File: src/rtl/rne_pkg.sv
package rne_pkg;
  // Each state names what the bus is doing during the current cycle.
  typedef enum logic [3:0] {
    ST_BOOT,
    ST_RVL,
    ST_RVH,
    ST_IDLE,
    ST_PUSH_PCH,
    ST_PUSH_PCL,
    ST_PUSH_ST,
    ST_NVL,
    ST_NVH
  } seq_st_e;

  function automatic logic [15:0] stack_addr(input logic [7:0] page, input logic [7:0] ptr);
    return {page, ptr};
  endfunction
endpackage

File: src/rtl/rne_nmi_gate.sv
module rne_nmi_gate #(
  parameter int MIN_LOW = 2
) (
  input  logic clk,
  input  logic rst,
  input  logic nmi_n,
  input  logic take,
  output logic pending
);
  localparam int CW = (MIN_LOW < 2) ? 1 : $clog2(MIN_LOW + 1);

  logic armed;

  generate
    if (MIN_LOW <= 1) begin : g_direct
      always_ff @(posedge clk) begin
        if (rst) begin
          armed   <= 1'b1;
          pending <= 1'b0;
        end else begin
          if (take) pending <= 1'b0;
          if (nmi_n) begin
            armed <= 1'b1;
          end else if (armed) begin
            pending <= 1'b1;
            armed   <= 1'b0;
          end
        end
      end
    end else begin : g_count
      logic [CW-1:0] low_cnt;
      always_ff @(posedge clk) begin
        if (rst) begin
          armed   <= 1'b1;
          pending <= 1'b0;
          low_cnt <= '0;
        end else begin
          if (take) pending <= 1'b0;
          if (nmi_n) begin
            low_cnt <= '0;
            armed   <= 1'b1;
          end else begin
            if (low_cnt != CW'(MIN_LOW)) low_cnt <= low_cnt + 1'b1;
            if (armed && (low_cnt == CW'(MIN_LOW - 1))) begin
              pending <= 1'b1;
              armed   <= 1'b0;
            end
          end
        end
      end
    end
  endgenerate
endmodule

File: src/rtl/rne_boot_timer.sv
module rne_boot_timer #(
  parameter int DELAY = 6
) (
  input  logic clk,
  input  logic rst,
  output logic go
);
  localparam int CW = (DELAY < 1) ? 1 : $clog2(DELAY + 1);

  logic [CW-1:0] cnt;
  logic          fired;

  assign go = (cnt == CW'(DELAY)) && !fired;

  always_ff @(posedge clk) begin
    if (rst) begin
      cnt   <= '0;
      fired <= 1'b0;
    end else begin
      if (cnt != CW'(DELAY)) cnt <= cnt + 1'b1;
      if (go) fired <= 1'b1;
    end
  end
endmodule

File: src/rtl/rne_seq.sv
module rne_seq
  import rne_pkg::*;
#(
  parameter int          DATA_W     = 8,
  parameter int          ADDR_W     = 16,
  parameter logic [7:0]  STACK_PAGE = 8'h01,
  parameter logic [15:0] VEC_NMI    = 16'hFFFA,
  parameter logic [15:0] VEC_RST    = 16'hFFFC
) (
  input  logic              clk,
  input  logic              rst,
  input  logic              boot_go,
  input  logic              pending,
  input  logic              insn_end,
  input  logic [ADDR_W-1:0] pc_i,
  input  logic [DATA_W-1:0] sp_i,
  input  logic [DATA_W-1:0] status_i,
  input  logic [DATA_W-1:0] rdata_i,
  output logic              take,
  output logic [ADDR_W-1:0] addr_o,
  output logic [DATA_W-1:0] wdata_o,
  output logic              rw_o,
  output logic              bus_act_o,
  output logic [DATA_W-1:0] sp_o,
  output logic              iflag_set_o,
  output logic [ADDR_W-1:0] pc_o,
  output logic              done_o
);
  localparam logic [ADDR_W-1:0] VEC_RST_HI = ADDR_W'(VEC_RST + 16'd1);
  localparam logic [ADDR_W-1:0] VEC_NMI_HI = ADDR_W'(VEC_NMI + 16'd1);

  seq_st_e           st;
  logic [DATA_W-1:0] vec_lo;
  logic [DATA_W-1:0] sp_w;
  logic [DATA_W-1:0] pcl_l;
  logic [DATA_W-1:0] stat_l;

  assign take = (st == ST_IDLE) && pending && insn_end;

  always_ff @(posedge clk) begin
    if (rst) begin
      st          <= ST_BOOT;
      addr_o      <= '0;
      wdata_o     <= '0;
      rw_o        <= 1'b1;
      bus_act_o   <= 1'b0;
      sp_o        <= '0;
      iflag_set_o <= 1'b0;
      pc_o        <= '0;
      done_o      <= 1'b0;
      vec_lo      <= '0;
      sp_w        <= '0;
      pcl_l       <= '0;
      stat_l      <= '0;
    end else begin
      done_o      <= 1'b0;
      iflag_set_o <= 1'b0;
      case (st)
        ST_BOOT: begin
          if (boot_go) begin
            st        <= ST_RVL;
            addr_o    <= VEC_RST;
            rw_o      <= 1'b1;
            bus_act_o <= 1'b1;
          end
        end
        ST_RVL: begin
          vec_lo <= rdata_i;
          addr_o <= VEC_RST_HI;
          st     <= ST_RVH;
        end
        ST_RVH: begin
          pc_o      <= {rdata_i, vec_lo};
          done_o    <= 1'b1;
          bus_act_o <= 1'b0;
          addr_o    <= '0;
          st        <= ST_IDLE;
        end
        ST_IDLE: begin
          if (take) begin
            addr_o    <= stack_addr(STACK_PAGE, sp_i);
            wdata_o   <= pc_i[ADDR_W-1:DATA_W];
            rw_o      <= 1'b0;
            bus_act_o <= 1'b1;
            sp_w      <= sp_i - 1'b1;
            pcl_l     <= pc_i[DATA_W-1:0];
            stat_l    <= status_i;
            st        <= ST_PUSH_PCH;
          end
        end
        ST_PUSH_PCH: begin
          addr_o  <= stack_addr(STACK_PAGE, sp_w);
          wdata_o <= pcl_l;
          sp_w    <= sp_w - 1'b1;
          st      <= ST_PUSH_PCL;
        end
        ST_PUSH_PCL: begin
          addr_o  <= stack_addr(STACK_PAGE, sp_w);
          wdata_o <= stat_l;
          sp_w    <= sp_w - 1'b1;
          st      <= ST_PUSH_ST;
        end
        ST_PUSH_ST: begin
          addr_o  <= VEC_NMI;
          wdata_o <= '0;
          rw_o    <= 1'b1;
          st      <= ST_NVL;
        end
        ST_NVL: begin
          vec_lo <= rdata_i;
          addr_o <= VEC_NMI_HI;
          st     <= ST_NVH;
        end
        ST_NVH: begin
          pc_o        <= {rdata_i, vec_lo};
          sp_o        <= sp_w;
          done_o      <= 1'b1;
          iflag_set_o <= 1'b1;
          bus_act_o   <= 1'b0;
          addr_o      <= '0;
          st          <= ST_IDLE;
        end
        default: st <= ST_BOOT;
      endcase
    end
  end
endmodule

File: src/rtl/rst_nmi_entry.sv
module rst_nmi_entry #(
  parameter int          RST_DELAY   = 6,
  parameter int          NMI_MIN_LOW = 2,
  parameter logic [7:0]  STACK_PAGE  = 8'h01,
  parameter logic [15:0] VEC_NMI     = 16'hFFFA,
  parameter logic [15:0] VEC_RST     = 16'hFFFC
) (
  input  logic        clk,
  input  logic        rst,
  input  logic        nmi_n,
  input  logic        insn_end_i,
  input  logic [15:0] pc_i,
  input  logic [7:0]  sp_i,
  input  logic [7:0]  status_i,
  input  logic [7:0]  rdata_i,
  output logic [15:0] addr_o,
  output logic [7:0]  wdata_o,
  output logic        rw_o,
  output logic        bus_act_o,
  output logic [7:0]  sp_o,
  output logic        iflag_set_o,
  output logic [15:0] pc_o,
  output logic        done_o
);
  localparam int DW = 8;
  localparam int AW = 2 * DW;

  logic boot_go;
  logic pending;
  logic take;

  rne_boot_timer #(.DELAY(RST_DELAY)) boot_i (
    .clk (clk),
    .rst (rst),
    .go  (boot_go)
  );

  rne_nmi_gate #(.MIN_LOW(NMI_MIN_LOW)) gate_i (
    .clk     (clk),
    .rst     (rst),
    .nmi_n   (nmi_n),
    .take    (take),
    .pending (pending)
  );

  rne_seq #(
    .DATA_W     (DW),
    .ADDR_W     (AW),
    .STACK_PAGE (STACK_PAGE),
    .VEC_NMI    (VEC_NMI),
    .VEC_RST    (VEC_RST)
  ) seq_i (
    .clk         (clk),
    .rst         (rst),
    .boot_go     (boot_go),
    .pending     (pending),
    .insn_end    (insn_end_i),
    .pc_i        (pc_i),
    .sp_i        (sp_i),
    .status_i    (status_i),
    .rdata_i     (rdata_i),
    .take        (take),
    .addr_o      (addr_o),
    .wdata_o     (wdata_o),
    .rw_o        (rw_o),
    .bus_act_o   (bus_act_o),
    .sp_o        (sp_o),
    .iflag_set_o (iflag_set_o),
    .pc_o        (pc_o),
    .done_o      (done_o)
  );
endmodule

File: config.mk
export PLATFORM = sky130hd
export DESIGN_NAME = rst_nmi_entry
export DESIGN_NICKNAME = d
export VERILOG_FILES = /design/src/rtl/rne_pkg.sv /design/src/rtl/rne_nmi_gate.sv /design/src/rtl/rne_boot_timer.sv /design/src/rtl/rne_seq.sv /design/src/rtl/rst_nmi_entry.sv
export SDC_FILE = /design/constraint.sdc
export NUM_CORES = 1
export LEC_CHECK = 0
export BUFFER_PORTS_ARGS = -buffer_cell sky130_fd_sc_hd__buf_2
export CORE_UTILIZATION = 26
export CTS_BUF_LIST = sky130_fd_sc_hd__clkbuf_8 sky130_fd_sc_hd__clkbuf_16
export CTS_CLUSTER_SIZE = 30
export DETAILED_ROUTE_END_ITERATION = 6
export GPL_TIMING_DRIVEN = 0
export MAX_ROUTING_LAYER = met4
export RECOVER_POWER = 25
export SLEW_MARGIN = 15
export SYNTH_ARGS = -nofsm -noshare
export SYNTH_HDL_FRONTEND = slang
export SYNTH_SLANG_ARGS = --single-unit
File: constraint.sdc
create_clock -name clk -period 2.04 [get_ports clk]
set_input_delay 0.408 -clock clk [delete_from_list [all_inputs] [get_ports clk]]
set_output_delay 0.408 -clock clk [all_outputs]
set_load 0.01 [all_outputs]
Yosys cells after proc, flatten, opt, wreduce, memory -nomap -nowiden:

Cells that the tools add are included.

* bits in registers: 96
* word-level logic and storage cells: 78
* output and inout port bits: 52
* input port bits: 44

* multiplexer cells: 20
* reductions and logical operators: 22
* equality and inequality tests: 14
* add/sub/neg operators: 4

Operator list (number)
* case mux 16 bit (7 select lines): 1
* two-way mux 16 bit: 2
* case mux 4 bit (8 select lines): 1
* case mux 8 bit (4 select lines): 1
* == test 4 x 3 -> 1 bit, second input constant: 4
* two-way mux 8 bit: 2
* case mux 8 bit (2 select lines): 1
* subtractor 8 x 1 -> 8 bit, second input constant: 2
* AND reduction 3 bit: 3
* == test 4 x 2 -> 1 bit, second input constant: 2
* two-way mux 1 bit: 8
* two-way mux 4 bit: 2
* AND reduction 2 bit: 4
* OR reduction 2 bit: 4
* nonzero test 7 bit: 1
* != test 2 bit, second input constant: 3
* case mux 1 bit (3 select lines): 2
* nonzero test 3 bit: 2
* == test 4 x 1 -> 1 bit, second input constant: 1
* == test 4 bit, second input constant: 1
* logical AND 1 bit: 4
* logical NOT 4 bit: 1
* nonzero test 4 bit: 1
* adder 3 x 1 -> 3 bit, second input constant: 1
* other kinds (6): 6

Logic depth before layout (Yosys ltp):

Gate-level depths: netlist of run 1.

* word-level depth: 6
* mapped depth: 10
* depth with buffers taken out: 8

Hierarchy:

A second synthesis of run 1 with hierarchy kept.

* cells, all modules: 491
* area, all modules: 4062.6 µm²

Modules (own cells, without submodules)
* rne_seq: times used 1, sequential area each 1641.6 µm², area an instance 3708.6 µm², cells an instance 455
* rne_boot_timer: times used 1, sequential area each 80.1 µm², area an instance 177.7 µm², cells an instance 19
* rne_nmi_gate: times used 1, sequential area each 80.1 µm², area an instance 176.4 µm², cells an instance 17

Worst setup path after synthesis of run 1:

OpenSTA, ideal clock, no wires.

* path kind: flip-flop to flip-flop
* start point: register seq_i.st[2]
* end point: register seq_i.sp_w[4]
* path slack: -44 ps
* required time: 1937 ps
* library setup time: 103 ps
* cell stages (with the launch flop): 10
* buffers on the path: 2
* data arrival time: 1980 ps
* period minus slack after synthesis: 2084 ps
* path through: dfxtp_1 -> buf_2 -> nor3b_2 -> buf_2 -> nor2_1 -> a21oi_1 -> ha_1 -> nand3_1 -> and4_1 -> a2111oi_2

* cells in the longest elaborated chain, start to end: 5
* elaborated cells between the ends (all ways): 10
* those cells by class: eq/ne (4); mux (1); reduce/logical (5)

Ends and longest elaborated chain
* start, declared: RTL line rne_seq.sv:32 `seq_st_e st;`
* start signal, assigned: RTL line rne_seq.sv:42 `st <= ST_BOOT;`
* start signal, assigned: RTL line rne_seq.sv:61 `st <= ST_RVL;`
* start signal, assigned: RTL line rne_seq.sv:70 `st <= ST_RVH;`
* == test 4 x 2 -> 1 bit: RTL line rne_seq.sv:38, rne_seq.sv:58
* logical AND 1 bit (2 in series): RTL line rne_seq.sv:38 `assign take = (st == ST_IDLE) && pending && insn_end;`
* != test 2 bit (no source line)
* AND reduction 2 bit (no source line)
* end signal, assigned: RTL line rne_seq.sv:85 `sp_w <= sp_i - 1'b1;`
* end signal, assigned: RTL line rne_seq.sv:94 `sp_w <= sp_w - 1'b1;`
* end signal, assigned: RTL line rne_seq.sv:100 `sp_w <= sp_w - 1'b1;`
* end, declared: RTL line rne_seq.sv:34 `logic [DATA_W-1:0] sp_w;`

Several ways; a longest one is shown, not always the timed one.
A chain may end at the register's enable or synchronous reset.

Final worst setup path of run 1:

* start point: register seq_i.st[2]
* end point: register seq_i.pc_o[15]

* cells in the longest elaborated chain, start to end: 2
* elaborated cells between the ends (all ways): 3
* those cells by class: eq/ne (2); reduce/logical (1)

Ends and longest elaborated chain
* == test 4 x 2 -> 1 bit or == test 4 bit (tied branches): RTL line rne_seq.sv:58 `case (st)`
* OR reduction 2 bit (no source line) (*)
* end signal, assigned: RTL line rne_seq.sv:73 `pc_o <= {rdata_i, vec_lo};`
* end signal, assigned: RTL line rne_seq.sv:115 `pc_o <= {rdata_i, vec_lo};`
* end, declared: RTL line rne_seq.sv:26 `output logic [ADDR_W-1:0] pc_o,`

Every way passes the cells marked *; elsewhere a longest branch is shown, timed or not.

==> impl_metrics.json, run 1 <==
{
  "rows": 45,
  "placement.io_buffers": 94,
  "drt_iter0_drc": 303,
  "core-area_um2": 15200,
  "critPathKind": "reg -> reg",
  "status": "complete, no violations",
  "max_freq_mhz": 512.4,
  "slowest_delay_ns": 0.59,
  "cp_max_fo": 10,
  "r2r_slack_ns": 0.09,
  "power.density_nw_per_um2": 899.2,
  "placed_area_um2": 4760,
  "hold_violations": 0,
  "path_clk_slew_ns": 0.06,
  "slew_viol_final": 0,
  "clk_latency_ns": 0.34,
  "fin_area_um2": 5095,
  "timing.final.crit_share_pct": 95.66,
  "hold_slack_ns": 0.2898,
  "antenna_found_initial": 0,
  "ys_top_cells_by_area": "dfxtp_1, nand2_1, a21oi_1",
  "grt_pass1_vias": 3708,
  "dp_hpwl_um": 8942,
  "avgViaCountPerCell": 4.852,
  "r2r_end": "seq_i.pc_o[15]",
  "layout.nets": 661,
  "yosysMostFrequentCell": "nand2_1",
  "tritoncts": "built",
  "leakagePower_nw": 1.945,
  "fp.dieW_um": 126.8,
  "grt_pass1_wl_um": 19710,
  "fin_ws_ns": 0.08851,
  "crit_arrival_ns": 2.21,
  "drive_above_1_share_pct": 20.10,
  "area_growth_pct": 25.87,
  "async_flop_share_pct": 0,
  "period_needed_ns": 1.951,
  "ys_seq_area_share_pct": 44.51,
  "cts_hold_buf": 0,
  "holdCritPathClass": "in -> reg",
  "setup_viol": 0,
  "cp-endpoint": "seq_i.pc_o[15]",
  "finalSetupTns_ns": 0,
  "grt_max_degree": 16,
  "critPathLaunchType": "flip-flop",
  "syn_nets": 553,
  "fin_skew_ns": 0.008678,
  "drc": 0,
  "tightest_slew_ns": 0.9616,
  "ys_types": 55,
  "placed_cells": 786,
  "wl_um": 12120,
  "overflow": 0,
  "dr.pass1.iters": 4,
  "r2r_cells": 6,
  "syn_area_per_cell_um2": 8.031,
  "synthTopCellsByCount": "nand2_1, dfxtp_1, a21oi_1",
  "slew_headroom_pct": 34.88,
  "utilization_pct": 33.51,
  "cpMaxStageDelayCell": "nor3_2",
  "startpoint": "seq_i.st[2]",
  "dp_slack_ns": -0.4071,
  "n_antenna_cell": 0,
  "p_total_mw": 4.581,
  "rr_startpoint": "seq_i.st[2]",
  "htreeDepth": 3,
  "clock_path_buffers": 2,
  "rsz0062_at_grt": "true",
  "worstPathCellList": "buf_6 -> clkbuf_1 -> nor3_2 -> buf_2 -> nand2_1 -> a21oi_1",
  "synth_top_area_cell": "dfxtp_1",
  "syn_inst": 504,
  "cap_violations": 0,
  "yosys_register_bits": 90,
  "synth.top_cell.area_share_pct": 44.51,
  "track_usage_pct": 16.23,
  "synth_ff_type": "dfxtp_1",
  "peakVddDrop_mv": 0.4364,
  "io_pins": 96,
  "cts_num_sinks": 90,
  "antenna_left": 0,
  "synth_edf_count": 0,
  "vias": 3906,
  "die_h_um": 126.8,
  "root_buffer": "clkbuf_16",
  "cts_buffers": 9,
  "yosysWarnings": 0,
  "dieArea_um2": 16070,
  "start_util_pct": 26.63,
  "critPathRequiredTime_ns": 2.30,
  "place_congestion": 0.8945,
  "end_kind": "flip-flop",
  "fin_cells": 805,
  "wl_per_cell_um": 15.05,
  "netlist_area_um2": 4048
}
-- logic make-up (layout without fill, tap and decap cells) --
kind of cell	count (synthesis)	count (layout)	synth area share, %
and+or+nand+nor	218	218	24.88
AOI/OAI and AO/OA	127	127	19.57
DFF	90	90	44.51
buffers and inverters	50	163	6.120
muxes	11	11	2.720
adders and majority gates	5	5	1.546
xor gates and xnor gates	3	3	0.6493
-- worst min path at each step --
stage               startpoint                         to  slack [ns]  cells past startpoint
6_report                 nmi_n  gate_i.g_count.low_cnt[0]        0.29                      2
2_1_floorplan  seq_i.vec_lo[0]              seq_i.pc_o[0]        0.43                      2
5_1_grt                  nmi_n  gate_i.g_count.low_cnt[0]        0.29                      2
4_1_cts                  nmi_n  gate_i.g_count.low_cnt[0]        0.28                      2
3_5_place_dp    seq_i.pc_o[12]             seq_i.pc_o[12]        0.45                      2
3_3_place_gp     seq_i.pc_o[3]              seq_i.pc_o[3]        0.44                      2
-- worst max-delay path: cells and delay by family, from the launching register on --
kind,cells,cell delay [ns]
AOI/OAI and AO/OA,1,0.13
and+or+nand+nor,2,0.68
DFF,1,0.34
buffers and inverters,3,0.72
-- report_power, final --
| group | total [mW] | internal (mW) | switching [mW] |
|---|---|---|---|
| clock network | 1.70 | 0.985 | 0.719 |
| logic | 0.897 | 0.359 | 0.538 |
| registers | 1.98 | 1.89 | 0.0889 |
-- final cells by class --
cell class	count	area [um2]
clock buffers	10	239.0
clock inverters	6	65.06
well taps	188	235.2
fillers	1655	10110
plain buffers	40	227.7
repair buffers	98	462.9
inverters	9	33.78
multi-input cells	364	2027
flip-flops and latches	90	1804
-- sequential cells by signal, summed over array words and instances (netlist names), 2 cells and up --
| signal | count |
|---|---|
| seq_i.pc_o | 16 |
| seq_i.addr_o | 10 |
| seq_i.pcl_l | 8 |
| seq_i.sp_o | 8 |
| seq_i.sp_w | 8 |
| seq_i.stat_l | 8 |
| seq_i.vec_lo | 8 |
| seq_i.wdata_o | 8 |
| seq_i.st | 4 |
| boot_i.cnt | 3 |
| gate_i.g_count.low_cnt | 2 |
-- metal layers --
metal  share of wire [%]  global-route usage [%]
met3                 7.1                   4.682
met2                  46                   25.15
met5                   0                       -
met1                  46                   20.62
met4                 1.3                   4.342
-- cell usage in the layout, fill, tap and decap left out, types with 10 or more instances in the layout --
master and instances:
nand2_1 114, dfxtp_1 88, buf_2 71, a21oi_1 59, nor2_1 48, clkbuf_1 47
o21ai_0 24, buf_4 14, mux2i_1 11, a211oi_1 11, nor3_1 10
-- what timing repair did --
item                                    4_1_cts  5_1_grt
resized for setup                             8       11
pin swaps                                     2        4
endpoints found under the setup margin        3       21
buffers inserted                              4        0
No activity file was read; power rests on OpenSTA's default activity.
==> run 2, diff against run 1 <==
--- a/config.mk
+++ b/config.mk
@@ -6,12 +6,15 @@
 export NUM_CORES = 1
 export LEC_CHECK = 0
 export BUFFER_PORTS_ARGS = -buffer_cell sky130_fd_sc_hd__buf_2
+export CELL_PAD_IN_SITES_DETAIL_PLACEMENT = 0
+export CELL_PAD_IN_SITES_GLOBAL_PLACEMENT = 1
 export CORE_UTILIZATION = 26
 export CTS_BUF_LIST = sky130_fd_sc_hd__clkbuf_8 sky130_fd_sc_hd__clkbuf_16
 export CTS_CLUSTER_SIZE = 30
 export DETAILED_ROUTE_END_ITERATION = 6
 export GPL_TIMING_DRIVEN = 0
 export MAX_ROUTING_LAYER = met4
+export PLACE_DENSITY_LB_ADDON = 0.1
 export RECOVER_POWER = 25
 export SLEW_MARGIN = 15
 export SYNTH_ARGS = -nofsm -noshare
==> run 2 against run 1 <==
- sequential power barely moved
- final area rose by 1.0%
- maximum frequency fell by 0.67%
- setup slack got worse by 0.013 ns
- via count rose by 0.26%
==> impl_metrics.json, run 2 (synthesis results as in run 1) <==
{
  "worstHoldPathCells": 2,
  "p_int_mw": 3.102,
  "crit_arrival_ns": 2.25,
  "layout.nets": 666,
  "setup_viol": 0,
  "dp_hpwl_um": 9568,
  "period_needed_ns": 1.965,
  "peakVddDrop_mv": 0.4798,
  "netSwitchingPower_mw": 1.462,
  "grt_max_degree": 18,
  "fin_ws_ns": 0.07528,
  "cts_num_sinks": 90,
  "critPathLaunchType": "flip-flop",
  "grt_pass1_vias": 3634,
  "utilization_pct": 33.85,
  "clock_path_buffers": 2,
  "wl_um": 13410,
  "root_buffer": "clkbuf_16",
  "critPathKind": "reg -> reg",
  "cts_hold_buf": 0,
  "critPathRequiredTime_ns": 2.32,
  "sequentialPowerShare_pct": 43.3,
  "largest_reg_flops": 16,
  "fillCellCount": 1653,
  "r2r_end": "seq_i.addr_o[0]",
  "fin_skew_ns": 0.009744,
  "cp_max_fo": 10,
  "status": "complete, no violations",
  "p_total_mw": 4.564,
  "holdCritStartpoint": "nmi_n",
  "drive_above_1_share_pct": 21.22,
  "layout_commonest_cell": "nand2_1",
  "path_clk_slew_ns": 0.07,
  "place_congestion": 0.8468,
  "slew_headroom_pct": 36.58,
  "cpMaxStageDelayCell": "dfxtp_1",
  "leakagePower_nw": 1.940,
  "pwr-share-clk_pct": 36.2,
  "core-area_um2": 15200,
  "die_h_um": 126.8,
  "max_freq_mhz": 509.0,
  "n_antenna_cell": 0,
  "io_pins": 96,
  "area_growth_pct": 27.14,
  "power.density_nw_per_um2": 886.9,
  "rows": 45,
  "start_util_pct": 26.63,
  "antenna_left": 0,
  "timing.final.crit_share_pct": 96.31,
  "swShare_pct": 32.03,
  "hold_violations": 0,
  "layout_common_cells": "nand2_1, dfxtp_1, buf_2, a21oi_1",
  "drc": 0,
  "grt_pass1_wl_um": 20640,
  "slew_viol_final": 0,
  "fin_cells": 810,
  "dieArea_um2": 16070,
  "fp.dieW_um": 126.8,
  "holdCritPathClass": "in -> reg",
  "dp_slack_ns": -0.4592,
  "rr_startpoint": "gate_i.pending",
  "worstPathCellList": "nand2_1 -> a21o_1 -> a221oi_4 -> buf_2 -> o2111ai_1 -> o21ai_0",
  "track_usage_pct": 17.65,
  "rsz0062_at_grt": "true",
  "hold_end": "gate_i.g_count.low_cnt[0]",
  "drt_iter0_drc": 278,
  "dr.pass1.iters": 6,
  "largest-register": "seq_i.pc_o",
  "avgViaCountPerCell": 4.835,
  "combPwrFrac_pct": 20.5,
  "r2r_slack_ns": 0.08,
  "cts_buffers": 9,
  "r2r_cells": 6,
  "end_kind": "flip-flop",
  "wl_per_cell_um": 16.55,
  "antenna_found_initial": 0,
  "cap_violations": 0,
  "slowest_delay_ns": 0.44,
  "placed_cells": 786,
  "overflow": 0,
  "vias": 3916,
  "htreeDepth": 3,
  "tightest_slew_ns": 0.9365,
  "top_regs": "seq_i.pc_o: 16 flops, seq_i.addr_o: 10 flops",
  "tritoncts": "built",
  "clk_latency_ns": 0.36,
  "placement.io_buffers": 94
}
## run 2: through the flow
step / area [um2] / TNS (ns) / hold WS (ns)
2_1_floorplan: 4054 / 0 / 0.4312
3_5_place_dp: 4760 / -3.987 / 0.4470
6_report: 5146 / 0 / 0.2826
4_1_cts: 5090 / 0 / 0.2713
3_3_place_gp: 4760 / -3.414 / 0.4379
5_1_grt: 5146 / -0.06919 / 0.2869
## run 2: worst max path at each step
stage                         from              end
floorplan              seq_i.st[2]    seq_i.sp_w[4]
global placement       seq_i.st[2]    seq_i.sp_w[6]
detailed placement     seq_i.st[2]    seq_i.sp_w[6]
CTS                    seq_i.st[2]    seq_i.sp_w[4]
global route           seq_i.st[1]    seq_i.sp_w[4]
finish              gate_i.pending  seq_i.addr_o[0]
## run 2: layout make-up
type | count | area (um2) | area share, %
clock inverters | 7 | 60.06 | 1.167
inverters | 9 | 33.78 | 0.6565
flip-flops and latches | 90 | 1804 | 35.06
repair buffers | 104 | 505.5 | 9.823
plain buffers | 39 | 222.7 | 4.328
multi-input cells | 364 | 2059 | 40.02
well taps | 188 | 235.2 | 4.571
clock buffers | 9 | 225.2 | 4.376
## run 2: power by group through the flow
stage	registers, mW	logic [mW]	clock network, mW
final	1.98	0.935	1.65
after CTS	1.97	0.931	1.71
after detailed placement	2.02	0.926	0
after global placement	2.01	0.923	0
after floorplan	2.04	0.527	0
after global routing	2.00	1.03	1.78
## run 2: layer usage
layer  track usage, %  vias to the layer above  share of wire [%]
met1            23.50                     1825                 48
met3            4.218                       11                4.8
li1                 -                     1979                  -
met2            26.88                      101                 46
met4            4.342                        0                1.1
met5                -                        -                  0
## run 2: critical path, delay by kind of cell, from the launching register on
| family | cells | cell delay [ns] |
|---|---|---|
| compound gates | 4 | 0.93 |
| simple gates | 1 | 0.23 |
| flops | 1 | 0.44 |
| buf+inv | 1 | 0.30 |
## run 2: repair_timing
item,in CTS,in global routing
setup endpoints to repair,13,24
resized for setup,7,16
buffers inserted,4,6
pin swaps,1,3
